===== src/rtl/barrier_pkg.sv =====
`timescale 1ns/1ps
package barrier_pkg;
   localparam int IMM_W = 5;
   localparam int EC_W  = 5;

   typedef enum logic [2:0] {
      ST_IDLE,
      ST_DRAIN,
      ST_SETTLE,
      ST_SLEEP,
      ST_DONE,
      ST_EXC
   } bst_e;

   typedef enum logic [1:0] {
      LP_NONE  = 2'b00,
      LP_HIB   = 2'b01,
      LP_SLEEP = 2'b10,
      LP_SUSP  = 2'b11
   } lp_e;
endpackage


===== src/rtl/barrier_drain.sv =====
`timescale 1ns/1ps
module barrier_drain #(
   parameter int CNT_W = 4
) (
   input  logic             skip_if,
   input  logic             skip_d,
   input  logic [CNT_W-1:0] if_cnt,
   input  logic [CNT_W-1:0] d_cnt,
   output logic             drained
);
   logic if_idle;
   logic d_idle;

   assign if_idle = skip_if | (if_cnt == '0);
   assign d_idle  = skip_d  | (d_cnt  == '0);
   assign drained = if_idle & d_idle;
endmodule


===== src/rtl/barrier_settle_tmr.sv =====
`timescale 1ns/1ps
module barrier_settle_tmr #(
   parameter int CYC = 6
) (
   input  logic clk,
   input  logic rst_n,
   input  logic start,
   input  logic run,
   output logic last
);
   generate
      if (CYC > 0) begin : g_cnt
         localparam int TW = (CYC > 1) ? $clog2(CYC) : 1;
         logic [TW-1:0] cnt_q;

         always_ff @(posedge clk or negedge rst_n) begin
            if (!rst_n) begin
               cnt_q <= '0;
            end else if (start) begin
               cnt_q <= TW'(CYC - 1);
            end else if (run && (cnt_q != '0)) begin
               cnt_q <= cnt_q - 1'b1;
            end
         end

         assign last = (cnt_q == '0);
      end else begin : g_none
         logic unused_tmr;
         assign unused_tmr = ^{clk, rst_n, start, run};
         assign last       = 1'b1;
      end
   endgenerate
endmodule


===== src/rtl/barrier_lp_out.sv =====
`timescale 1ns/1ps
module barrier_lp_out #(
   parameter int WAKE_W = 2
) (
   input  logic               asleep,
   input  barrier_pkg::lp_e   code,
   input  logic [WAKE_W-1:0]  wake,
   output logic               lp_sleep,
   output logic               lp_hibernate,
   output logic               lp_suspend
);
   import barrier_pkg::*;

   logic hold;

   assign hold         = asleep & ~(|wake);
   assign lp_sleep     = hold & (code == LP_SLEEP);
   assign lp_hibernate = hold & (code == LP_HIB);
   assign lp_suspend   = hold & (code == LP_SUSP);
endmodule


===== src/rtl/barrier_sleep_ctl.sv =====
`timescale 1ns/1ps
module barrier_sleep_ctl #(
   parameter int          CNT_W        = 4,
   parameter int          WAKE_W       = 2,
   parameter int          SIMPLE_LAT   = 2,
   parameter int          COHERENT_LAT = 8,
   parameter bit          COHERENT     = 1'b0,
   parameter logic [4:0]  PRIV_CODE    = 5'b00111
) (
   input  logic              clk,
   input  logic              rst_n,
   input  logic              req_valid,
   output logic              req_ready,
   input  logic [4:0]        req_imm,
   input  logic [CNT_W-1:0]  ifetch_pend,
   input  logic [CNT_W-1:0]  data_pend,
   input  logic              user_mode,
   input  logic              mmu_on,
   input  logic [WAKE_W-1:0] wake,
   output logic              stall,
   output logic              btc_flush,
   output logic              pfb_flush,
   output logic              lp_sleep,
   output logic              lp_hibernate,
   output logic              lp_suspend,
   output logic              exc_valid,
   output logic [4:0]        exc_code,
   output logic              pc_adv
);
   import barrier_pkg::*;

   localparam int FIX_LAT    = COHERENT ? COHERENT_LAT : SIMPLE_LAT;
   localparam int SETTLE_CYC = FIX_LAT - 2;
   localparam bit HAS_SETTLE = (SETTLE_CYC > 0);

   initial begin : p_param_chk
      assert (CNT_W >= 1)        else $fatal(1, "CNT_W must be at least 1");
      assert (WAKE_W >= 1)       else $fatal(1, "WAKE_W must be at least 1");
      assert (SIMPLE_LAT >= 2)   else $fatal(1, "SIMPLE_LAT must be at least 2");
      assert (COHERENT_LAT >= 2) else $fatal(1, "COHERENT_LAT must be at least 2");
   end

   bst_e       state_q, state_d;
   logic [1:0] skip_q;
   lp_e        lp_q;
   logic       drained;
   logic       tmr_last;
   logic       fault;
   logic       accept;
   logic       wake_any;
   logic       unused_imm;
   bst_e       fin_state;

   assign unused_imm = req_imm[2];
   assign accept     = req_valid & (state_q == ST_IDLE);
   assign fault      = mmu_on & user_mode & req_imm[4];
   assign wake_any   = |wake;
   assign fin_state  = (lp_q != LP_NONE) ? ST_SLEEP : ST_DONE;

   barrier_drain #(.CNT_W(CNT_W)) u_drain (
      .skip_if (skip_q[0]),
      .skip_d  (skip_q[1]),
      .if_cnt  (ifetch_pend),
      .d_cnt   (data_pend),
      .drained (drained)
   );

   barrier_settle_tmr #(.CYC(SETTLE_CYC)) u_settle (
      .clk   (clk),
      .rst_n (rst_n),
      .start ((state_q == ST_DRAIN) & drained),
      .run   (state_q == ST_SETTLE),
      .last  (tmr_last)
   );

   barrier_lp_out #(.WAKE_W(WAKE_W)) u_lp (
      .asleep       (state_q == ST_SLEEP),
      .code         (lp_q),
      .wake         (wake),
      .lp_sleep     (lp_sleep),
      .lp_hibernate (lp_hibernate),
      .lp_suspend   (lp_suspend)
   );

   always_comb begin
      state_d = state_q;
      case (state_q)
         ST_IDLE:   if (req_valid) state_d = fault ? ST_EXC : ST_DRAIN;
         ST_DRAIN:  if (drained)   state_d = HAS_SETTLE ? ST_SETTLE : fin_state;
         ST_SETTLE: if (tmr_last)  state_d = fin_state;
         ST_SLEEP:  if (wake_any)  state_d = ST_DONE;
         ST_DONE:   state_d = ST_IDLE;
         ST_EXC:    state_d = ST_IDLE;
         default:   state_d = ST_IDLE;
      endcase
   end

   always_ff @(posedge clk or negedge rst_n) begin
      if (!rst_n) begin
         state_q <= ST_IDLE;
         skip_q  <= 2'b00;
         lp_q    <= LP_NONE;
      end else begin
         state_q <= state_d;
         if (accept) begin
            skip_q <= req_imm[1:0];
            lp_q   <= lp_e'(req_imm[4:3]);
         end
      end
   end

   assign req_ready = (state_q == ST_IDLE);
   assign stall     = (state_q != ST_IDLE);
   assign pc_adv    = (state_q == ST_DONE);
   assign btc_flush = pc_adv & (skip_q == 2'b10);
   assign pfb_flush = pc_adv & (skip_q == 2'b10);
   assign exc_valid = (state_q == ST_EXC);
   assign exc_code  = exc_valid ? PRIV_CODE : '0;
endmodule


===== config.mk =====
export PLATFORM = sky130hd
export DESIGN_NAME = barrier_sleep_ctl
export DESIGN_NICKNAME = d
export VERILOG_FILES = /design/src/rtl/barrier_pkg.sv /design/src/rtl/barrier_drain.sv /design/src/rtl/barrier_settle_tmr.sv /design/src/rtl/barrier_lp_out.sv /design/src/rtl/barrier_sleep_ctl.sv
export SDC_FILE = /design/constraint.sdc
export NUM_CORES = 1
export LEC_CHECK = 0
export ABC_AREA = 1
export BUFFER_PORTS_ARGS = -buffer_cell sky130_fd_sc_hd__buf_2
export CAP_MARGIN = 5
export CORE_MARGIN = 2
export CORE_UTILIZATION = 35
export DETAILED_ROUTE_END_ITERATION = 7
export PLACE_DENSITY = 0.72
export SYNTH_ARGS = -nofsm -noshare
export SYNTH_HDL_FRONTEND = slang
export SYNTH_SLANG_ARGS = --single-unit

===== constraint.sdc =====
create_clock -name clk -period 3.3 [get_ports clk]
set_clock_uncertainty 0.2 [all_clocks]
set_input_delay 0.825 -clock clk [delete_from_list [all_inputs] [get_ports clk]]
set_output_delay 0.825 -clock clk [all_outputs]
set_load 0.01 [all_outputs]

# [Word level (Yosys, flattened, before mapping)]
# Cells that the tools add are included.
[word_totals] reg_bits=7 out_inout_bits=14
[classes] eq_ne=12 n_mux=7 bitwise=12 reduce_logical=7
[op_table] operator="two-way mux 3 bit" count=6
[op_table] operator="one-hot mux 3 bit (4 select lines)" count=1
[op_table] operator="bitwise AND 1 bit" count=9
[op_table] operator="zero test 4 bit" count=2
[op_table] operator="equality test 2 bit, second input constant" count=3
[op_table] operator="equality test 3 x 2 -> 1 bit, second input constant" count=2
[op_table] operator="equality test 3 bit, second input constant" count=2
[op_table] operator="inequality test 2 bit, second input constant" count=3
[op_table] operator="equality test 3 x 1 -> 1 bit, second input constant" count=1
[op_table] operator="zero test 3 bit" count=1
[op_table] operator="AND reduction 3 bit" count=1
[op_table] operator="nonzero test 3 bit" count=1
[op_table] operator="equality test 2 x 1 -> 1 bit, second input constant" count=1
[op_table] operator="OR 1 bit" count=2
[op_table] operator="nonzero test 2 bit" count=1
[op_table] operator="OR reduction 2 bit" count=1
[op_table] operator="inverter 1 bit" count=1

# [Depth between registers and ports, before layout]
# Gate-level depths: netlist of run 1.
[depth] word_depth=5 ltp_mapped=7 ltp_nobuf=7

# [By module]
# Synthesis of run 1 repeated with hierarchy kept, for this count alone.
[hier_totals] cells_unflattened=95 hier_area_um2=569.3
[modules_own_cells] mod="barrier_sleep_ctl" instances=1 cells_each=71 area_per_inst_um2=475.5
[modules_own_cells] mod="barrier_drain" instances=1 cells_each=12 area_per_inst_um2=45.0
[modules_own_cells] mod="barrier_lp_out" instances=1 cells_each=10 area_per_inst_um2=37.5
[modules_own_cells] mod="barrier_settle_tmr" instances=1 cells_each=2 area_per_inst_um2=11.3

# [Worst setup path after synthesis of run 1]
# No wires, ideal clock.
[synth_timing] kind="input to output" start="input wake[1]" end="output lp_hibernate" arrival_ps=1296 t_required_ps=2275 path_slack_ps=979 path_stages=3 path_cell_list="nor2_1 nand2_2 nor3_1"
[synth_between] elab_chain_cells=4
[synth_rtl] item="start: declaration" line_no="barrier_sleep_ctl.sv:19" source="input logic [WAKE_W-1:0] wake,"
[synth_rtl] item="OR reduction 2 bit" line_no="barrier_lp_out.sv:16" source="assign hold = asleep & ~(|wake);"
[synth_rtl] item="inverter 1 bit" line_no="barrier_lp_out.sv:16"
[synth_rtl] item="bitwise AND 1 bit" line_no="barrier_lp_out.sv:16"
[synth_rtl] item="bitwise AND 1 bit" line_no="barrier_lp_out.sv:18" source="assign lp_hibernate = hold & (code == LP_HIB);"
[synth_rtl] item="end: declaration" line_no="barrier_sleep_ctl.sv:24" source="output logic lp_hibernate,"
# Every way passes these cells.

# [Final worst setup path of run 1]
[layout_timing] start="input wake[1]" end="output lp_suspend"
[layout_between] elab_chain_cells=4
[layout_rtl] item="OR reduction 2 bit" line_no="barrier_lp_out.sv:16"
[layout_rtl] item="inverter 1 bit" line_no="barrier_lp_out.sv:16"
[layout_rtl] item="bitwise AND 1 bit" line_no="barrier_lp_out.sv:16"
[layout_rtl] item="bitwise AND 1 bit" line_no="barrier_lp_out.sv:19" source="assign lp_suspend = hold & (code == LP_SUSP);"
[layout_rtl] item="end: declaration" line_no="barrier_sleep_ctl.sv:25" source="output logic lp_suspend,"
# Every way passes these cells.

==> key figures, run 1 <==
Final layout
  – Area growth, synth to finish: 31.00%
  – # fillers: 137
  – Fin area: 655.6 sq um
  – Final Net Count: 126
  – ANT cells: 0
  – Share of layout cells above drive strength 1: 38.10%

Timing
  – Worst hold slack: 186.9 ps
  – Final Hold Fails: 0
  – Final setup fails: 0
  – Fin. max-slew vios: 0
  – Final worst slack: 843.1 ps
  – Unrepaired setup endpoints after global routing: false
  – Final setup TNS: 0 ps
  – Fmax: 407.0 MHz
  – Tcrit/Tclk final: 74.45%
  – Final min period: 2457 ps

Global route
  – Grt total ovfl: 0
  – Vias in the first global route: 501
  – M3 GR Usage: 5.217%
  – GRT met2 Usage: 26.88%
  – First-pass GRT wire length: 2007 um
  – Grt peak-use layer: met2
  – Largest net degree at the start of global routing: 9
  – GRT Total Usage: 15.41%
  – GR Layer Usage met1: 15.47%
  – Initial antenna violation count: 0

Power and ir drop
  – Peak supply drop: 0.3071 mV
  – P_leak: 0.4009 nW
  – Pwr/cell area: 770.5 nW/um^2

Clock network
  – Worst skew pair latency: 260 ps
  – CTS Buf Count: 3
  – # resized after CTS: 0
  – H-Tree Depth: 1
  – CTS tree: built
  – Clk sink count: 7
  – CTS max path bufs: 2
  – Hold_buf cts: 0
  – CTS Root Cell: clkbuf_4
  – Worst-path clk slew: 60 ps
  – Post-CTS Setup Bufs: 0

Synth
  – Avg Cell Area, Syn: 6.585 sq um
  – Yosys reg bits: 7
  – Synth cell count leaders: 15 x nor2_1, 13 x nand2_1, 10 x inv_1, 7 x dfrtp_1, 6 x buf_4
  – Synth async-reset ratio: 100.0%
  – Syn. warnings: 0
  – Synth cell types: 16
  – Post-synth design cell area: 500.5 sq um
  – Number of synthesized flops with an enable pin: 0
  – Top post-synthesis cells by area: dfrtp_1 35%, nor2_1 11%, nand2_1 9.7%, buf_4 9.0%, inv_1 7.5%
  – Post-synth top flop: dfrtp_1
  – Post-synth top area share: 35.00%
  – Cells after Synth: 76
  – Top-count cell post-synth: nor2_1
  – Area leader, netlist: dfrtp_1
  – Post-synthesis sequential area ratio: 35.00%

Routing
  – DR pass1 iterations: 4
  – Final WL: 1154 um
  – Drt drc: 0
  – Detailed Route Iter0 Violations: 4
  – Antenna viol nets, final: 0
  – Drt wl/cell: 9.617 um
  – Via density: 4.525
  – Via count: 543

Setup path
  – Crit path max-delay family: simple AND/OR/NAND/NOR gates
  – Worst R2R Path Depth: 6
  – CP Depth: 5
  – Req. time, crit path: 2270 ps
  – Worst EP arrival: 1430 ps
  – Startpoint types: input port
  – Crit-path cells: buf_2 -> nor2_1 -> nand2_2 -> nor3_1 -> buf_2
  – WP buf/inv: 2
  – CP endpoint kind: primary output
  – Slowest-stage cell, CP: buf_2
  – Most Frequent Cell on Critical Path: buf_2
  – Kind of critical path: input port to primary output
  – Critical Path Max Stage Delay: 150 ps
  – Crit path max fanout: 6

Floorplanning
  – Die footprint: 1748 sq um
  – Num rows: 13
  – Initial core utilization: 37.99%
  – Die width: 41.82 um
  – Top Ports: 34
  – Die height: 41.82 um
  – Placeable Area: 1318 sq um

Placement
  – Routability Congestion: 0.7327
  – PortBufs: 30
  – HPWL Detailed: 949 um
  – DP Worst Slack: 830.6 ps
  – DP Area: 628.1 sq um

Run status
  – Run status: complete, no violations

Worst hold path
  – Min-Delay Path Class: input port to asynchronous set/reset pin

Run
  – Max cap viols: 0
flip-flops by register name, summed over array words and instances, names as in the netlist:
signal,cells
state_q,3
lp_q,2
skip_q,2
where the power goes:
group / internal, mW / leakage (nW) / switching (mW)
Combinational: 0.0977 / 0.303 / 0.164
Clock: 0.0445 / 0.0177 / 0.0360
Sequential: 0.126 / 0.0802 / 0.0372
Total: 0.268 / 0.401 / 0.237
cell families after synthesis:
family	synth area share [%]
AO/OA/AOI/OAI	6.500
buffers and inverters	18.00
flip-flops	35.00
other	0.7493
AND/OR/NAND/NOR	39.75
through the flow:
step | total power, mW | util (%) | cells
6_report | 0.5051 | 49.76 | 120
4_1_cts | 0.5126 | 49.76 | 120
5_1_grt | 0.5678 | 49.76 | 120
3_5_place_dp | 0.4275 | 47.67 | 116
2_1_floorplan | 0.3602 | - | 77
3_3_place_gp | 0.4186 | 47.67 | 116
cell usage in the layout (no fill, tap or decap), drive strengths merged, types with 2 or more instances in the layout:
master / instances
nand2: 15
nor2: 17
conb: 2
dfrtp: 7
nand3: 5
clkbuf: 3
nor3: 5
a21oi: 5
buf: 30
inv: 12
worst paths after layout:
kind | startpoint | endpoint | slack (ps)
worst max-delay path | wake[1] | lp_suspend | 840
worst min-delay path | rst_n | lp_q[0] | 190
worst max register to register | state_q[1] | lp_q[1] | 1920
worst min register to register | skip_q[1] | skip_q[1] | 340
max in group asynchronous | rst_n | lp_q[1] | 2550
min in group clk | skip_q[1] | skip_q[1] | 340
area by class of cell:
class	instances	area, sq um	share of cell area (%)
inverters	12	45.04	6.870
well taps	15	18.77	2.863
flip-flops and latches	7	175.2	26.72
repair buffers	30	150.1	22.90
clock buffers	3	22.52	3.435
multi-input cells	52	239.0	36.45
clock inverters	1	5.005	0.7634
per-layer routing:
layer | wire length [um] | vias up
met5 | 0 | -
met4 | 0 | 0
met3 | 60 | 0
met2 | 599 | 17
met1 | 495 | 240
li1 | - | 286
No activity file was read; power rests on OpenSTA's default activity.
==> inputs of run 2 (changes only) <==
--- a/config.mk
+++ b/config.mk
@@ -5,13 +5,13 @@
 export SDC_FILE = /design/constraint.sdc
 export NUM_CORES = 1
 export LEC_CHECK = 0
-export ABC_AREA = 1
+export ABC_AREA = 0
 export BUFFER_PORTS_ARGS = -buffer_cell sky130_fd_sc_hd__buf_2
 export CAP_MARGIN = 5
 export CORE_MARGIN = 2
 export CORE_UTILIZATION = 35
 export DETAILED_ROUTE_END_ITERATION = 7
-export PLACE_DENSITY = 0.72
+export PLACE_DENSITY = 0.74
 export SYNTH_ARGS = -nofsm -noshare
 export SYNTH_HDL_FRONTEND = slang
 export SYNTH_SLANG_ARGS = --single-unit
==> constraint.sdc (replaced) <==
create_clock -name clk -period 2.2 [get_ports clk]
set_clock_uncertainty 0.2 [all_clocks]
set_input_delay 0.55 -clock clk [delete_from_list [all_inputs] [get_ports clk]]
set_output_delay 0.55 -clock clk [all_outputs]
set_load 0.01 [all_outputs]
==> run 2 against run 1 <==
  * Wire length unchanged
  * Global-route usage decreased by 2.1 points
  * Critical endpoint is now lp_hibernate
  * Sequential share of layout area decreased by 2.4 points
  * Combinational power increased by 57%
  * Total power increased by 53%
  * Non-clock buffer count increased by 6
  * Highest routed layer unchanged
  * Largest power group unchanged
  * First-iteration DRC count unchanged
  * Cell area increased by 9.7%
  * Worst hold slack improved by 150 ps
  * Worst setup slack got worse by 890 ps
  * The flow now finishes with violations (negative setup slack)
  * Cell count decreased by 18%
  * Register-to-register slack got worse by 1400 ps
==> key figures, run 2 <==
Routing
  – Via count: 484
  – Drt wl/cell: 11.66 um
  – DR pass1 iterations: 4
  – WL met3: 65 um
  – Antenna viol nets, final: 0
  – Wl on met1: 514 um
  – Final WL: 1154 um
  – Met2 WL: 574 um
  – Uppermost layer routed: met3
  – Via density: 4.889
  – Detailed Route Iter0 Violations: 4
  – Drt drc: 0

Floorplanning
  – Die height: 42.66 um
  – Initial core utilization: 38.74%
  – Top Ports: 34
  – Num rows: 13
  – Placeable Area: 1350 sq um
  – Die width: 42.66 um
  – Die footprint: 1819 sq um

Setup path
  – WP buf/inv: 2
  – Kind of critical path: input port to primary output
  – Crit-path cells: buf_6 -> or4_4 -> nor3b_2 -> buf_2
  – Crit path max-delay family: simple AND/OR/NAND/NOR gates
  – Critical Path Max Stage Delay: 540 ps
  – Slowest-stage cell, CP: or4_4
  – Worst EP arrival: 1490 ps
  – Crit path max fanout: 2
  – CP endpoint kind: primary output
  – Req. time, crit path: 1450 ps
  – Startpoint types: input port

Run status
  – Failing checks: negative setup slack
  – Run status: finished, violations left

Synth
  – Post-synth top flop: dfrtp_1
  – Synth cell types: 28
  – Top-count cell post-synth: dfrtp_1
  – Synth async-reset ratio: 100.0%
  – Syn. warnings: 0
  – Number of synthesized flops with an enable pin: 0
  – Cells after Synth: 51
  – Yosys reg bits: 7
  – Area leader, netlist: dfrtp_1
  – Post-synth top area share: 33.49%
  – Top post-synthesis cells by area: dfrtp_1 33%, buf_4 8.6%, mux2_2 8.6%, nor3b_2 4.8%, buf_6 4.3%
  – Post-synthesis sequential area ratio: 33.49%
  – Synth cell count leaders: 7 x dfrtp_1, 6 x buf_4, 4 x mux2_2, 3 x inv_1
  – Post-synth design cell area: 523.0 sq um
  – Avg Cell Area, Syn: 10.25 sq um

Placement
  – DP Area: 665.6 sq um
  – Routability Congestion: 0.7921
  – DP Worst Slack: -49.11 ps
  – PortBufs: 30
  – HPWL Detailed: 864.6 um

Final layout
  – Commonest cells after routing, fill and taps aside: 29 x buf_2, 7 x dfrtp_1, 5 x buf_4, 4 x mux2_2
  – Max reg flops: 3
  – Area growth, synth to finish: 37.56%
  – Fin area: 719.4 sq um
  – Top flop regs: state_q x3, lp_q x2, skip_q x2
  – Multi-input logic area: 284.0 sq um
  – Seq. cell area: 175.2 sq um
  – # fillers: 133
  – Leading cell type in the layout, fill and taps excluded: buf_2
  – Share of layout cells above drive strength 1: 61.90%
  – Final Net Count: 105
  – Top reg by flops: state_q
  – ANT cells: 0

Clock network
  – CTS max path bufs: 2
  – H-Tree Depth: 1
  – CTS Buf Count: 3
  – Worst skew pair latency: 240 ps
  – Clk sink count: 7
  – Post-CTS Setup Bufs: 0
  – Worst-path clk slew: 50 ps
  – CTS tree: built
  – CTS Root Cell: clkbuf_4

Power and ir drop
  – Switch share: 38.37%
  – P_leak: 0.3619 nW
  – Gate power share: 53.4%
  – Net Sw Power: 0.2963 mW
  – Pint: 0.4760 mW
  – Pwr/cell area: 1074 nW/um^2
  – Clock share of power: 14.5%
  – Peak supply drop: 0.4729 mV
  – Power share of the sequential group: 32.1%
  – Total power: 0.7724 mW

Timing
  – Final worst slack: -42.27 ps
  – Final min period: 2242 ps
  – Final Hold Fails: 0
  – Final setup fails: 2
  – Fmax: 446.0 MHz
  – Fin. max-slew vios: 0
  – Unrepaired setup endpoints after global routing: true
  – Final setup TNS: -69.74 ps
  – Tcrit/Tclk final: 101.9%

Run
  – Max cap viols: 0

Global route
  – GRT Total Usage: 13.34%
  – Largest net degree at the start of global routing: 12
  – Initial antenna violation count: 0
  – Vias in the first global route: 455
  – First-pass GRT wire length: 1828 um
  – Grt total ovfl: 0

Worst hold path
  – Min-Delay Path Class: input port to flip-flop
run 2: area by class of cell:
cell class / instances / share of cell area (%)
multi-input combinational: 34 / 39.48
timing repair buffer: 36 / 28.35
clock buffer: 4 / 3.652
tap: 15 / 2.609
sequential: 7 / 24.35
inverter: 3 / 1.565
run 2: path summary, 6_finish.rpt:
kind,slack [ps],cells past startpoint,endpoint,start
min,340,2,lp_q[0],req_imm[3]
min in group asynchronous,460,2,lp_q[0],rst_n
max in group asynchronous,1190,2,state_q[2],rst_n
min reg2reg,340,1,skip_q[1],skip_q[1]
max,-40,4,lp_hibernate,wake[0]
max reg2reg,510,4,lp_q[1],state_q[1]
run 2: kinds of logic (layout without fill, tap and decap cells):
group	count (synthesis)	after routing	share of synthesized area, %
AND/OR/NAND/NOR	20	20	29.67
XOR/XNOR	1	1	1.675
multiplexers	4	4	8.612
flip-flops	7	7	33.49
other	1	2	0.7170
AO/OA/AOI/OAI	7	7	10.76
buffers and inverters	11	43	15.07
run 2: power groups by stage:
stage / registers (mW) / clock network (mW) / logic (mW)
3_5_place_dp: 0.249 / 0 / 0.406
4_1_cts: 0.247 / 0.120 / 0.413
5_1_grt: 0.261 / 0.125 / 0.452
2_1_floorplan: 0.240 / 0 / 0.321
3_3_place_gp: 0.247 / 0 / 0.399
6_report: 0.248 / 0.112 / 0.412
run 2: routing by layer:
layer | up-vias | GRT usage (%)
met3 | 0 | 1.277
met5 | - | 0
li1 | 245 | -
met4 | 0 | 7.500
met2 | 18 | 21.82
met1 | 221 | 16.98
run 2: metrics by stage:
| stage | std cells | utilization [%] | hold WS, ps |
|---|---|---|---|
| after detailed placement | 94 | 49.30 | 187.0 |
| after floorplan | 52 | - | 54.41 |
| after global routing | 99 | 53.29 | 336.5 |
| after global placement | 94 | 49.30 | 185.2 |
| final | 99 | 53.29 | 337.4 |
| after CTS | 99 | 52.92 | 327.0 |
run 2: timing repair:
action / CTS / global route
hold buffers: 1 / 0
endpoints found under the setup margin: 3 / 5
resized for setup: 2 / 1
pin swaps: 2 / 1
endpoints found under the hold margin: 7 / 0
